## config.mk

```make
export PLATFORM = sky130hd
export DESIGN_NAME = slip_cmd_decoder
export DESIGN_NICKNAME = d
export VERILOG_FILES = /design/src/rtl/slip_cmd_pkg.sv /design/src/rtl/slip_unescape.sv /design/src/rtl/slip_frame_assembler.sv /design/src/rtl/slip_block_router.sv /design/src/rtl/slip_cmd_decoder.sv
export SDC_FILE = /design/constraint.sdc
export NUM_CORES = 1
export LEC_CHECK = 0
export BUFFER_PORTS_ARGS = -buffer_cell sky130_fd_sc_hd__clkbuf_2
export CORE_MARGIN = 2
export CORE_UTILIZATION = 50
export CTS_CLUSTER_DIAMETER = 50
export DETAILED_ROUTE_END_ITERATION = 6
export HOLD_SLACK_MARGIN = 0.08
export PLACE_DENSITY_LB_ADDON = 0.1
export SLEW_MARGIN = 20
export SYNTH_ARGS = -nofsm -noshare
export SYNTH_HDL_FRONTEND = slang
export SYNTH_SLANG_ARGS = --single-unit
```

## constraint.sdc

```tcl
create_clock -name clk -period 2.8 [get_ports clk]
set_input_delay 0.56 -clock clk [delete_from_list [all_inputs] [get_ports clk]]
set_output_delay 0.56 -clock clk [all_outputs]
set_load 0.05 [all_outputs]
```

## src/rtl/slip_cmd_pkg.sv

```systemverilog
package slip_cmd_pkg;
  localparam logic [7:0] SLIP_END     = 8'hC0;
  localparam logic [7:0] SLIP_ESC     = 8'hDB;
  localparam logic [7:0] SLIP_ESC_END = 8'hDC;
  localparam logic [7:0] SLIP_ESC_ESC = 8'hDD;

  localparam int PAYLOAD_LEN = 7;
  localparam int BLK_W       = 2;
  localparam int OFF_W       = 5;
  localparam int NUM_BLK     = 1 << BLK_W;

  localparam logic [BLK_W-1:0] MISC_BLK  = '0;
  localparam logic [OFF_W-1:0] CTRL_OFF  = 5'd1;

  typedef struct packed {
    logic [7:0]       seq;
    logic             rd;
    logic [BLK_W-1:0] blk;
    logic [OFF_W-1:0] off;
    logic [31:0]      arg;
  } cmd_t;
endpackage

```

## src/rtl/slip_unescape.sv

```systemverilog
module slip_unescape
  import slip_cmd_pkg::*;
(
  input  logic       clk,
  input  logic       rst_n,
  input  logic       take,
  input  logic [7:0] byte_in,
  output logic       dec_valid,
  output logic [7:0] dec_byte,
  output logic       frame_end,
  output logic       esc_fault
);
  logic esc_pend;

  always_comb begin
    dec_valid = 1'b0;
    dec_byte  = byte_in;
    frame_end = 1'b0;
    esc_fault = 1'b0;
    if (take) begin
      if (byte_in == SLIP_END) begin
        frame_end = 1'b1;
        esc_fault = esc_pend;
      end else if (esc_pend) begin
        if (byte_in == SLIP_ESC_END) begin
          dec_valid = 1'b1;
          dec_byte  = SLIP_END;
        end else if (byte_in == SLIP_ESC_ESC) begin
          dec_valid = 1'b1;
          dec_byte  = SLIP_ESC;
        end else begin
          esc_fault = 1'b1;
        end
      end else if (byte_in != SLIP_ESC) begin
        dec_valid = 1'b1;
      end
    end
  end

  always_ff @(posedge clk) begin
    if (!rst_n)    esc_pend <= 1'b0;
    else if (take) esc_pend <= !esc_pend && (byte_in == SLIP_ESC);
  end

  // an escaped pair always yields one of the two reserved codes
  assert_escape_decode_R1: assert property (@(posedge clk) disable iff (!rst_n)
    (take && esc_pend && dec_valid) |-> (dec_byte == SLIP_END || dec_byte == SLIP_ESC));
endmodule

```

## src/rtl/slip_frame_assembler.sv

```systemverilog
module slip_frame_assembler
  import slip_cmd_pkg::*;
(
  input  logic       clk,
  input  logic       rst_n,
  input  logic       dec_valid,
  input  logic [7:0] dec_byte,
  input  logic       frame_end,
  input  logic       esc_fault,
  output logic       frame_ok,
  output logic       frame_err,
  output cmd_t       cmd
);
  localparam int CNT_W = $clog2(PAYLOAD_LEN + 2);
  localparam int IDX_W = $clog2(PAYLOAD_LEN);
  localparam logic [CNT_W-1:0] LEN_C  = CNT_W'(PAYLOAD_LEN);
  localparam logic [CNT_W-1:0] OVER_C = CNT_W'(PAYLOAD_LEN + 1);

  logic [CNT_W-1:0] cnt;
  logic [7:0]       sum;
  logic             bad;
  logic [7:0]       pay [PAYLOAD_LEN];
  logic             empty;

  always_ff @(posedge clk) begin
    if (!rst_n) begin
      cnt <= '0;
      sum <= '0;
      bad <= 1'b0;
    end else if (frame_end) begin
      cnt <= '0;
      sum <= '0;
      bad <= 1'b0;
    end else begin
      if (dec_valid) begin
        if (cnt != OVER_C) cnt <= cnt + 1'b1;
        sum <= sum + dec_byte;
      end
      if (esc_fault) bad <= 1'b1;
    end
  end

  always_ff @(posedge clk) begin
    if (dec_valid && cnt < LEN_C) pay[cnt[IDX_W-1:0]] <= dec_byte;
  end

  always_comb begin
    empty     = (cnt == '0) && !bad && !esc_fault;
    frame_ok  = frame_end && (cnt == LEN_C) && (sum == 8'h00) && !bad && !esc_fault;
    frame_err = frame_end && !frame_ok && !empty;
    cmd.seq   = pay[1];
    cmd.rd    = pay[2][7];
    cmd.blk   = pay[2][6:5];
    cmd.off   = pay[2][4:0];
    cmd.arg   = {pay[6], pay[5], pay[4], pay[3]};
  end

  // the byte counter stops one past a full payload
  assert_len_bound_R5: assert property (@(posedge clk) disable iff (!rst_n)
    cnt <= OVER_C);
endmodule

```

## src/rtl/slip_block_router.sv

```systemverilog
module slip_block_router
  import slip_cmd_pkg::*;
(
  input  logic               clk,
  input  logic               rst_n,
  input  logic               req_valid,
  input  logic               req_ready,
  input  cmd_t               cmd,
  output logic [NUM_BLK-1:0] sel,
  output logic               estop
);
  for (genvar b = 0; b < NUM_BLK; b++) begin : g_sel
    assign sel[b] = (cmd.blk == BLK_W'(b));
  end

  assign estop = req_valid && req_ready && !cmd.rd &&
                 (cmd.blk == MISC_BLK) && (cmd.off == CTRL_OFF) && cmd.arg[0];

  assert_sel_onehot_R2: assert property (@(posedge clk) disable iff (!rst_n)
    req_valid |-> $onehot(sel));

  assert_estop_accepted_R9: assert property (@(posedge clk) disable iff (!rst_n)
    estop |-> (req_valid && req_ready && sel[0]));
endmodule

```

## src/rtl/slip_cmd_decoder.sv

```systemverilog
module slip_cmd_decoder
  import slip_cmd_pkg::*;
#(
  parameter int ERR_W = 8
) (
  input  logic               clk,
  input  logic               rst_n,
  input  logic               in_valid,
  input  logic [7:0]         in_data,
  output logic               in_ready,
  output logic               req_valid,
  input  logic               req_ready,
  output logic               req_rd,
  output logic [BLK_W-1:0]   req_block,
  output logic [OFF_W-1:0]   req_offset,
  output logic [NUM_BLK-1:0] req_sel,
  output logic [7:0]         req_seq,
  output logic [31:0]        req_wdata,
  output logic               estop,
  output logic [ERR_W-1:0]   err_count
);
  localparam logic [ERR_W-1:0] ERR_MAX = '1;

  logic       take;
  logic       dec_valid, frame_end, esc_fault;
  logic [7:0] dec_byte;
  logic       frame_ok, frame_err;
  cmd_t       cmd_new, cmd_q;

  assign in_ready = !req_valid;
  assign take     = in_valid && in_ready;

  slip_unescape u_unesc (
    .clk(clk), .rst_n(rst_n), .take(take), .byte_in(in_data),
    .dec_valid(dec_valid), .dec_byte(dec_byte),
    .frame_end(frame_end), .esc_fault(esc_fault)
  );

  slip_frame_assembler u_asm (
    .clk(clk), .rst_n(rst_n), .dec_valid(dec_valid), .dec_byte(dec_byte),
    .frame_end(frame_end), .esc_fault(esc_fault),
    .frame_ok(frame_ok), .frame_err(frame_err), .cmd(cmd_new)
  );

  always_ff @(posedge clk) begin
    if (!rst_n) begin
      req_valid <= 1'b0;
      cmd_q     <= '0;
      err_count <= '0;
    end else begin
      if (req_valid && req_ready) req_valid <= 1'b0;
      if (frame_ok) begin
        req_valid <= 1'b1;
        cmd_q     <= cmd_new;
      end
      if (frame_err && err_count != ERR_MAX) err_count <= err_count + 1'b1;
    end
  end

  slip_block_router u_route (
    .clk(clk), .rst_n(rst_n), .req_valid(req_valid), .req_ready(req_ready),
    .cmd(cmd_q), .sel(req_sel), .estop(estop)
  );

  assign req_rd     = cmd_q.rd;
  assign req_block  = cmd_q.blk;
  assign req_offset = cmd_q.off;
  assign req_seq    = cmd_q.seq;
  assign req_wdata  = cmd_q.arg;

  assert_req_hold_R8: assert property (@(posedge clk) disable iff (!rst_n)
    (req_valid && !req_ready) |=> (req_valid && $stable(req_wdata) &&
      $stable(req_seq) && $stable(req_rd) && $stable(req_block) && $stable(req_offset)));

  assert_req_after_end_R8: assert property (@(posedge clk) disable iff (!rst_n)
    $rose(req_valid) |-> $past(in_valid && in_ready && in_data == SLIP_END));

  assert_err_step_R4: assert property (@(posedge clk) disable iff (!rst_n)
    1'b1 |=> (err_count == $past(err_count) || err_count == $past(err_count) + 1'b1));

  assert_good_no_err_R4: assert property (@(posedge clk) disable iff (!rst_n)
    $rose(req_valid) |-> (err_count == $past(err_count)));
endmodule

```

==> results.cfg, run 1 <==
[synthesis]
ys_types = 45
ys_seq_area_share_pct = 62.1
async_flop_share_pct = 0
yosys.area.top_type = edfxtp_1
netlist_top_cells_area = edfxtp_1, dfxtp_1, nand2_1
synth_seq_cells = 119
synthFlopType = dfxtp_1
synth_area_sq_um = 4610
synth_top_cell_area_share_pct = 31.3
synth_fp_nets = 472
synth_edf_count = 48
synth_area_per_cell_sq_um = 10.3
yosys_warnings = 0
synthCells = 449

[worst_setup_path]
reg2reg_depth = 11
cp_max_fo = 3
critPathCaptureType = output pin
worst-endpoint-required_ps = 2240
slowest_stage = nor4_1
critPathKind = reg2out
max_stage_delay_ps = 350
path_cells = nor4_1, nand4_1, nor4b_4, clkbuf_2
start_kind = flip-flop
worstPathArrival_ps = 1940

[route]
wl_met1_microns = 4850
vias = 3565
routedWlPerCell_microns = 15.5
routed-wl-met2_microns = 5010
first_pass_iters = 4
route.detailed.drc = 0
ant_nets = 0
routed.top_layer = met4
wl_met3_microns = 406
via_per_inst = 5.30
drt_iter0_drc = 155
totalWireLength_microns = 10400

[layout]
antenna_cells = 0
fillers = 772
utilization_pct = 65.1
areaGrowthSynthToFinish_pct = 28.7
final_common_cell = nand2_1
register_area_sq_um = 2860
final_cell_mix = nand2_1, clkbuf_2, dfxtp_1
final_cells = 673
drive_gt1_share_pct = 25.3
multi_input_area_sq_um = 1650
fin_nets = 572

[place]
place_congestion = 0.865
pre_cts_ws_ps = -69.8
dp_hpwl_microns = 6900
portBuffers = 74
dp.cells = 641

[sta]
finalSetupViolCount = 0
fin_crit_ps = 2500
tightest_slew_ps = 943
maxSlewViolCount = 0
grt_setup_unrepaired = false
hold_viol = 0
setup_ws_ps = 295
skew_ps = 7.95
max_freq_mhz = 399
fin_crit_sh_pct = 89.5
max_slew_margin_pct = 37.1
fin_hold_ws_ps = 368

[clock_network]
insertion_delay_ps = 510
htreeDepth = 4
postCtsSetupRepairBufs = 0
hold_buffers = 0
clock_path_buffers = 2
clkTransAtPathRegs_ps = 60
cts_tree = done
root_buffer = clkbuf_8
cts_resized = 0
numCtsBuffers = 17
cts.sinks = 119

[floorplanning]
io_pins = 75
initial_core_util_pct = 50.6
die_w_microns = 100
core-area_sq_um = 9110
num_rows = 35
die_area_sq_um = 10000
fp.dieH_microns = 100

[global_route]
grt_max_degree = 56
grt-ovfl-total = 0
antenna_found_initial = 0
grt_pass1_wl_microns = 16500
grt_use_total_pct = 21.7
grt_pass1_vias = 3326

[pwr]
p_leak_nw = 2.27
power.density_nw_per_um2 = 740
ir_drop_v = 0.000382

[worst_hold_path]
hp-class = in2reg
whs_path_depth = 2

[flow_run]
cap_violations = 0

[outcome]
status = finished, final reports clean
==> final cells by class <==
cell class	instances	share of cell area (%)
flip-flops and latches	119	48.3
well taps	111	2.34
multi-input cells	299	27.7
clock buffers	19	7.47
inverters	8	0.506
repair buffers	104	10.5
clock inverters	13	3.23
==> power breakdown <==
| part | leakage [nW] | switching, mW | total [mW] | internal, mW |
|---|---|---|---|---|
| Sequential | 1.01 | 0.0233 | 1.86 | 1.83 |
| Clock | 0.308 | 0.787 | 2.29 | 1.51 |
| Combinational | 0.950 | 0.138 | 0.239 | 0.101 |
==> layer usage <==
layer / global-route usage, % / vias up
met3: 6.27 / 13
met4: 7.48 / 0
met2: 35.3 / 85
li1: - / 1769
met5: 0 / -
met1: 28.1 / 1698
==> per-stage QoR <==
step | area, sq um | setup TNS [ps] | power [mW]
floorplan | 4630 | 0 | 2.04
global placement | 5290 | 0 | 2.12
detailed placement | 5290 | -69.8 | 2.13
CTS | 5920 | 0 | 4.42
global route | 5930 | 0 | 4.53
finish | 5930 | 0 | 4.39
==> cells by family after synthesis <==
family | Yosys count | share of synthesized area, %
simple gates | 193 | 19.4
flops | 119 | 62.1
xor+xnor | 9 | 1.71
compound gates | 81 | 9.55
mux | 5 | 1.09
buf+inv | 31 | 2.99
fa+ha+maj | 11 | 3.15
==> Yosys cell counts, types with 2 or more instances <==
library cell / number
clkbuf_1: 16
nor2b_1: 7
xor2_1: 3
nor2_1: 21
or4_1: 3
nand4_1: 3
a21oi_1: 64
nor3_1: 9
xnor2_1: 6
o2111ai_1: 2
o21a_1: 2
nand4b_1: 2
nand2b_1: 3
buf_6: 2
ha_1: 10
nand2_1: 117
nand3b_1: 2
or4_4: 2
or3_1: 2
o21ai_0: 5
dfxtp_1: 71
nor4_1: 7
inv_1: 7
buf_2: 5
mux2i_1: 5
nand3_1: 5
o31ai_1: 3
edfxtp_1: 48
==> final timing paths <==
check / start / end / slack [ps]
worst min register to register: req_seq[6] / req_seq[6] / 450
worst max-delay path: req_offset[1] / estop / 300
worst min-delay path: rst_n / err_count[2] / 370
worst max register to register: req_valid / u_asm.sum[7] / 380
==> sequential cells by signal, indices dropped and copies added (netlist names), 2 cells and up <==
| register | flops |
|---|---|
| u_asm.pay | 48 |
| req_offset | 5 |
| req_seq | 8 |
| req_block | 2 |
| err_count | 8 |
| u_asm.cnt | 4 |
| u_asm.sum | 8 |
| req_wdata | 32 |
==> critical path: cells and delay by family, from the launching register on <==
family                 cells  cell delay (ps)
DFF                        1              320
and+or+nand+nor            3              800
buffers and inverters      1              320
Note: power is estimated with default switching activity, not from simulation.
==> run 2, diff against run 1 <==
--- a/config.mk
+++ b/config.mk
@@ -12,6 +12,7 @@
 export DETAILED_ROUTE_END_ITERATION = 6
 export HOLD_SLACK_MARGIN = 0.08
 export PLACE_DENSITY_LB_ADDON = 0.1
+export REMOVE_ABC_BUFFERS = 1
 export SLEW_MARGIN = 20
 export SYNTH_ARGS = -nofsm -noshare
 export SYNTH_HDL_FRONTEND = slang
==> constraint.sdc (replaced) <==
create_clock -name clk -period 2.8 [get_ports clk]
set_input_delay 0.28 -clock clk [delete_from_list [all_inputs] [get_ports clk]]
set_output_delay 0.28 -clock clk [all_outputs]
set_load 0.05 [all_outputs]
==> results.cfg, run 2 (synthesis results as in run 1) <==
[sta]
setup_ws_ps = 283
fin_crit_ps = 2520
maxSlewViolCount = 0
max_slew_margin_pct = 35.6
finalSetupViolCount = 0
tightest_slew_ps = 966
grt_setup_unrepaired = false
fin_setup_tns_ps = 0
max_freq_mhz = 397
fin_crit_sh_pct = 89.9
skew_ps = 7.07
fin_hold_ws_ps = 152
hold_viol = 0

[place]
dpl_cell_area_sq_um = 5170
place_congestion = 0.876
portBuffers = 74
dp.cells = 630
pre_cts_ws_ps = 39.8
dp_hpwl_microns = 6280

[pwr]
ir_drop_v = 0.000411
p_total_mw = 4.12
power.density_nw_per_um2 = 715
p_leak_nw = 2.18

[worst_setup_path]
start_kind = flip-flop
r2r-end = u_asm.sum[7]
path_cells = nor2b_1, nand2_1, nor3_1, a21o_1, ha_1, a21oi_1, o2111ai_1, and3_1, nor3_1, xnor2_1, nor2_1
slowest_stage = dfxtp_1
cp_max_fo = 5
worstPathArrival_ps = 2880
cp.depth = 11
path_buf_inv = 0
critPathKind = reg2reg
reg2reg_depth = 11
critPathCaptureType = flip-flop
r2r_slack_ps = 280
r2r_start = req_valid
crit_top_cell = nor3_1
crit_family = simple AND/OR/NAND/NOR gates
worst-endpoint-required_ps = 3160
max_stage_delay_ps = 340

[floorplanning]
die_w_microns = 100
num_rows = 35
initial_core_util_pct = 50.6
core-area_sq_um = 9110
io_pins = 75
fp.dieH_microns = 100
die_area_sq_um = 10000

[worst_hold_path]
hp-class = in2reg
min-delay-start = in_data[5]
whs_path_depth = 2
hold_end = u_asm.pay[6][5]

[layout]
drive_gt1_share_pct = 23.5
utilization_pct = 63.3
fillers = 770
areaGrowthSynthToFinish_pct = 25.1
register_area_sq_um = 2860
final_cell_mix = nand2_1, clkbuf_2, dfxtp_1
final_common_cell = nand2_1
multi_input_area_sq_um = 1620
fin_nets = 563
largest_reg_flops = 48
final_design_area_no_fill_sq_um = 5770
final_cells = 664
antenna_cells = 0

[route]
routed-wl-met2_microns = 4790
ant_nets = 0
vias = 3494
wl_met1_microns = 4340
drt_iter0_drc = 170
route.detailed.drc = 0
wl_met3_microns = 410
first_pass_iters = 5
via_per_inst = 5.26
totalWireLength_microns = 9590
routed.top_layer = met4
routedWlPerCell_microns = 14.4

[clock_network]
clock_path_buffers = 2
htreeDepth = 4
root_buffer = clkbuf_8
clkTransAtPathRegs_ps = 60
insertion_delay_ps = 500
numCtsBuffers = 17
cts_tree = done
cts.sinks = 119

[global_route]
grt_max_degree = 56
grt_pass1_wl_microns = 15600
grt_use_total_pct = 20.2
grt_pass1_vias = 3300
grt-ovfl-total = 0
antenna_found_initial = 0

[outcome]
status = finished, final reports clean

[flow_run]
cap_violations = 0
==> run 2: changes by cell type in the layout (fill, tap and decap cells not counted), sizes merged <==
cell / previous run / this run
buf: 30 / 19
inv: 11 / 12
clkbuf: 93 / 92
clkinvlp: 1 / 2
bufinv: 4 / 2
clkinv: 5 / 6
dlygate4sd3: 0 / 2
==> run 2: worst max path at each step <==
stage                            start      endpoint  slack (ps)
after global routing         req_valid  u_asm.sum[7]          60
after floorplan           req_block[0]         estop        -590
final                        req_valid  u_asm.sum[7]         280
after detailed placement    in_data[3]  u_asm.sum[7]          40
after CTS                    req_valid  u_asm.sum[7]         300
after global placement      in_data[3]  u_asm.sum[7]         180
==> run 2: final cells by class <==
| cell class | count | share of cell area, % |
|---|---|---|
| Clock inverter | 14 | 2.58 |
| Inverter | 8 | 0.521 |
| Tap cell | 111 | 2.41 |
| Clock buffer | 18 | 7.25 |
| Sequential cell | 119 | 49.7 |
| Timing Repair Buffer | 95 | 9.46 |
| Multi-Input combinational cell | 299 | 28.1 |
==> run 2: metal layers <==
layer / up-vias / global-route usage (%)
met5: - / 0
met4: 0 / 7.27
met3: 6 / 4.18
met2: 86 / 34.3
met1: 1650 / 25.7
li1: 1752 / -
==> run 2: timing repair <==
action / 4_1_cts / 5_1_grt
setup endpoints to repair: 0 / 1
hold buffers: 2 / 0
gates resized for setup: 0 / 1
endpoints found under the hold margin: 4 / 0
setup buffers: 0 / 0
==> run 2: where the power goes <==
group          total [mW]  internal (mW)  switching, mW  leakage [nW]
logic               0.225         0.0908          0.134         0.896
registers            1.85           1.83         0.0227          1.01
clock network        2.04           1.27          0.769         0.276
total                4.12           3.19          0.926          2.18
==> run 3, diff against run 2 <==
--- a/config.mk
+++ b/config.mk
@@ -6,7 +6,6 @@
 export NUM_CORES = 1
 export LEC_CHECK = 0
 export BUFFER_PORTS_ARGS = -buffer_cell sky130_fd_sc_hd__clkbuf_2
-export CORE_MARGIN = 2
 export CORE_UTILIZATION = 50
 export CTS_CLUSTER_DIAMETER = 50
 export DETAILED_ROUTE_END_ITERATION = 6
==> results.cfg, run 3 (synthesis results as in run 1) <==
[flow_run]
cap_violations = 0

[worst_setup_path]
crit_family = simple AND/OR/NAND/NOR gates
worst-endpoint-required_ps = 3160
cp_max_fo = 5
critPathKind = reg2reg
start_kind = flip-flop
path_buf_inv = 0
slowest_stage = nor3b_1
max_stage_delay_ps = 420
worstPathArrival_ps = 2930
path_cells = nor2b_1, nand2_1, nor4_1, nor3b_1, ha_1, nand3_1, o2111ai_1, and3_1, nor3_1, xnor2_1, nor2_1
critPathCaptureType = flip-flop

[clock_network]
clkTransAtPathRegs_ps = 60
root_buffer = clkbuf_8
htreeDepth = 4
numCtsBuffers = 17
postCtsSetupRepairBufs = 0
cts_tree = done
cts.sinks = 119
clock_path_buffers = 2
insertion_delay_ps = 490

[route]
routedWlPerCell_microns = 14.4
ant_nets = 0
route.detailed.drc = 6
via_per_inst = 5.24
drt_iter0_drc = 169
totalWireLength_microns = 9520
vias = 3466
first_pass_iters = 7

[floorplanning]
core-area_sq_um = 8810
die_w_microns = 98.0
die_area_sq_um = 9610
fp.dieH_microns = 98.0
num_rows = 34
initial_core_util_pct = 52.3
io_pins = 75

[global_route]
grt_max_degree = 56
grt_use_total_pct = 21.0
grt-ovfl-total = 0
grt_pass1_vias = 3236
antenna_found_initial = 0
grt_pass1_wl_microns = 15500

[pwr]
p_switching_mw = 0.921
p_leak_nw = 2.18
internal-power_mw = 3.22
seqPwrFrac_pct = 44.8
combPwrFrac_pct = 5.4
clkPwrFrac_pct = 49.8
ir_drop_v = 0.000519
switching_share_pct = 22.3
power.density_nw_per_um2 = 717

[layout]
antenna_cells = 0
areaGrowthSynthToFinish_pct = 25.1
final_cell_mix = nand2_1, clkbuf_2, dfxtp_1
fillers = 714
fin_nets = 563
final_common_cell = nand2_1
drive_gt1_share_pct = 23.5
largest_reg_flops = 48

[sta]
maxSlewViolCount = 0
skew_ps = 8.44
max_slew_margin_pct = 38.3
finalSetupViolCount = 0
setup_ws_ps = 231
fin_setup_tns_ps = 0
hold_viol = 0
max_freq_mhz = 389
fin_hold_ws_ps = 160
grt_setup_unrepaired = false
fin_crit_sh_pct = 91.8
fin_crit_ps = 2570
tightest_slew_ps = 924

[worst_hold_path]
hp-class = in2reg

[place]
pre_cts_ws_ps = 80.8
place_congestion = 0.925
dp_hpwl_microns = 6280
portBuffers = 74

[outcome]
violations = DRC
status = finished, violations left
[run 3: changes by cell type in the layout (fill, tap and decap cells not counted)]
| cell | change |
|---|---|
| nor4_1 | +1 |
| clkinv_4 | +3 |
| inv_6 | -2 |
| inv_4 | -1 |
| nor4_2 | -1 |
| clkbuf_8 | +1 |
| clkbuf_1 | -1 |
[run 3: cell type report]
class | count | area (sq um) | share of cell area (%)
Inverter | 8 | 30.0 | 0.521
Timing Repair Buffer | 95 | 546 | 9.46
Clock inverter | 14 | 151 | 2.62
Multi-Input combinational cell | 299 | 1620 | 28.0
Tap cell | 108 | 135 | 2.34
Sequential cell | 119 | 2860 | 49.6
Clock buffer | 18 | 428 | 7.42
[run 3: path summary, 6_finish.rpt]
path,start,end,slack (ps),depth (start not counted)
worst min register to register,req_wdata[3],req_wdata[3],450,2
worst min-delay path,in_data[5],u_asm.pay[3][5],160,2
worst max register to register,req_valid,u_asm.sum[7],230,11
worst max-delay path,req_valid,u_asm.sum[7],230,11
[run 3: repair_timing]
item                       in CTS  in global routing
gates resized for setup         0                  0
hold buffers                    2                  0
setup endpoints to repair       0                  0
hold endpoints to repair        3                  0
[run 3: per-stage QoR]
| step | power (mW) | area (sq um) | std cells | util (%) |
|---|---|---|---|---|
| after floorplan | 2.03 | 4500 | 426 | - |
| after global placement | 2.10 | 5170 | 627 | 58.7 |
| after detailed placement | 2.11 | 5170 | 627 | 58.7 |
| after CTS | 4.17 | 5770 | 661 | 65.5 |
| after global routing | 4.27 | 5770 | 661 | 65.5 |
| final | 4.14 | 5770 | 661 | 65.5 |
[run 3: worst reg2reg max path: cells and delay by family (launching register included)]
kind / cells / cell delay, ps
simple gates: 8 / 1360
flops: 1 / 410
fa+ha+maj: 1 / 370
xor+xnor: 1 / 160
compound gates: 1 / 150
[run 3: per-layer routing]
metal	share of wire, %	vias to the layer above	GRT usage (%)
met5	0	-	0
met4	0.46	0	7.81
met3	4.3	2	6.23
met2	50	79	34.6
met1	45	1641	26.2
li1	-	1744	-
[run 3: power by group through the flow]
stage / registers (mW) / clock network, mW / logic [mW]
after global routing: 1.86 / 2.17 / 0.248
after detailed placement: 1.89 / 0 / 0.218
after CTS: 1.85 / 2.09 / 0.222
final: 1.85 / 2.06 / 0.223
after floorplan: 1.88 / 0 / 0.144
after global placement: 1.89 / 0 / 0.212
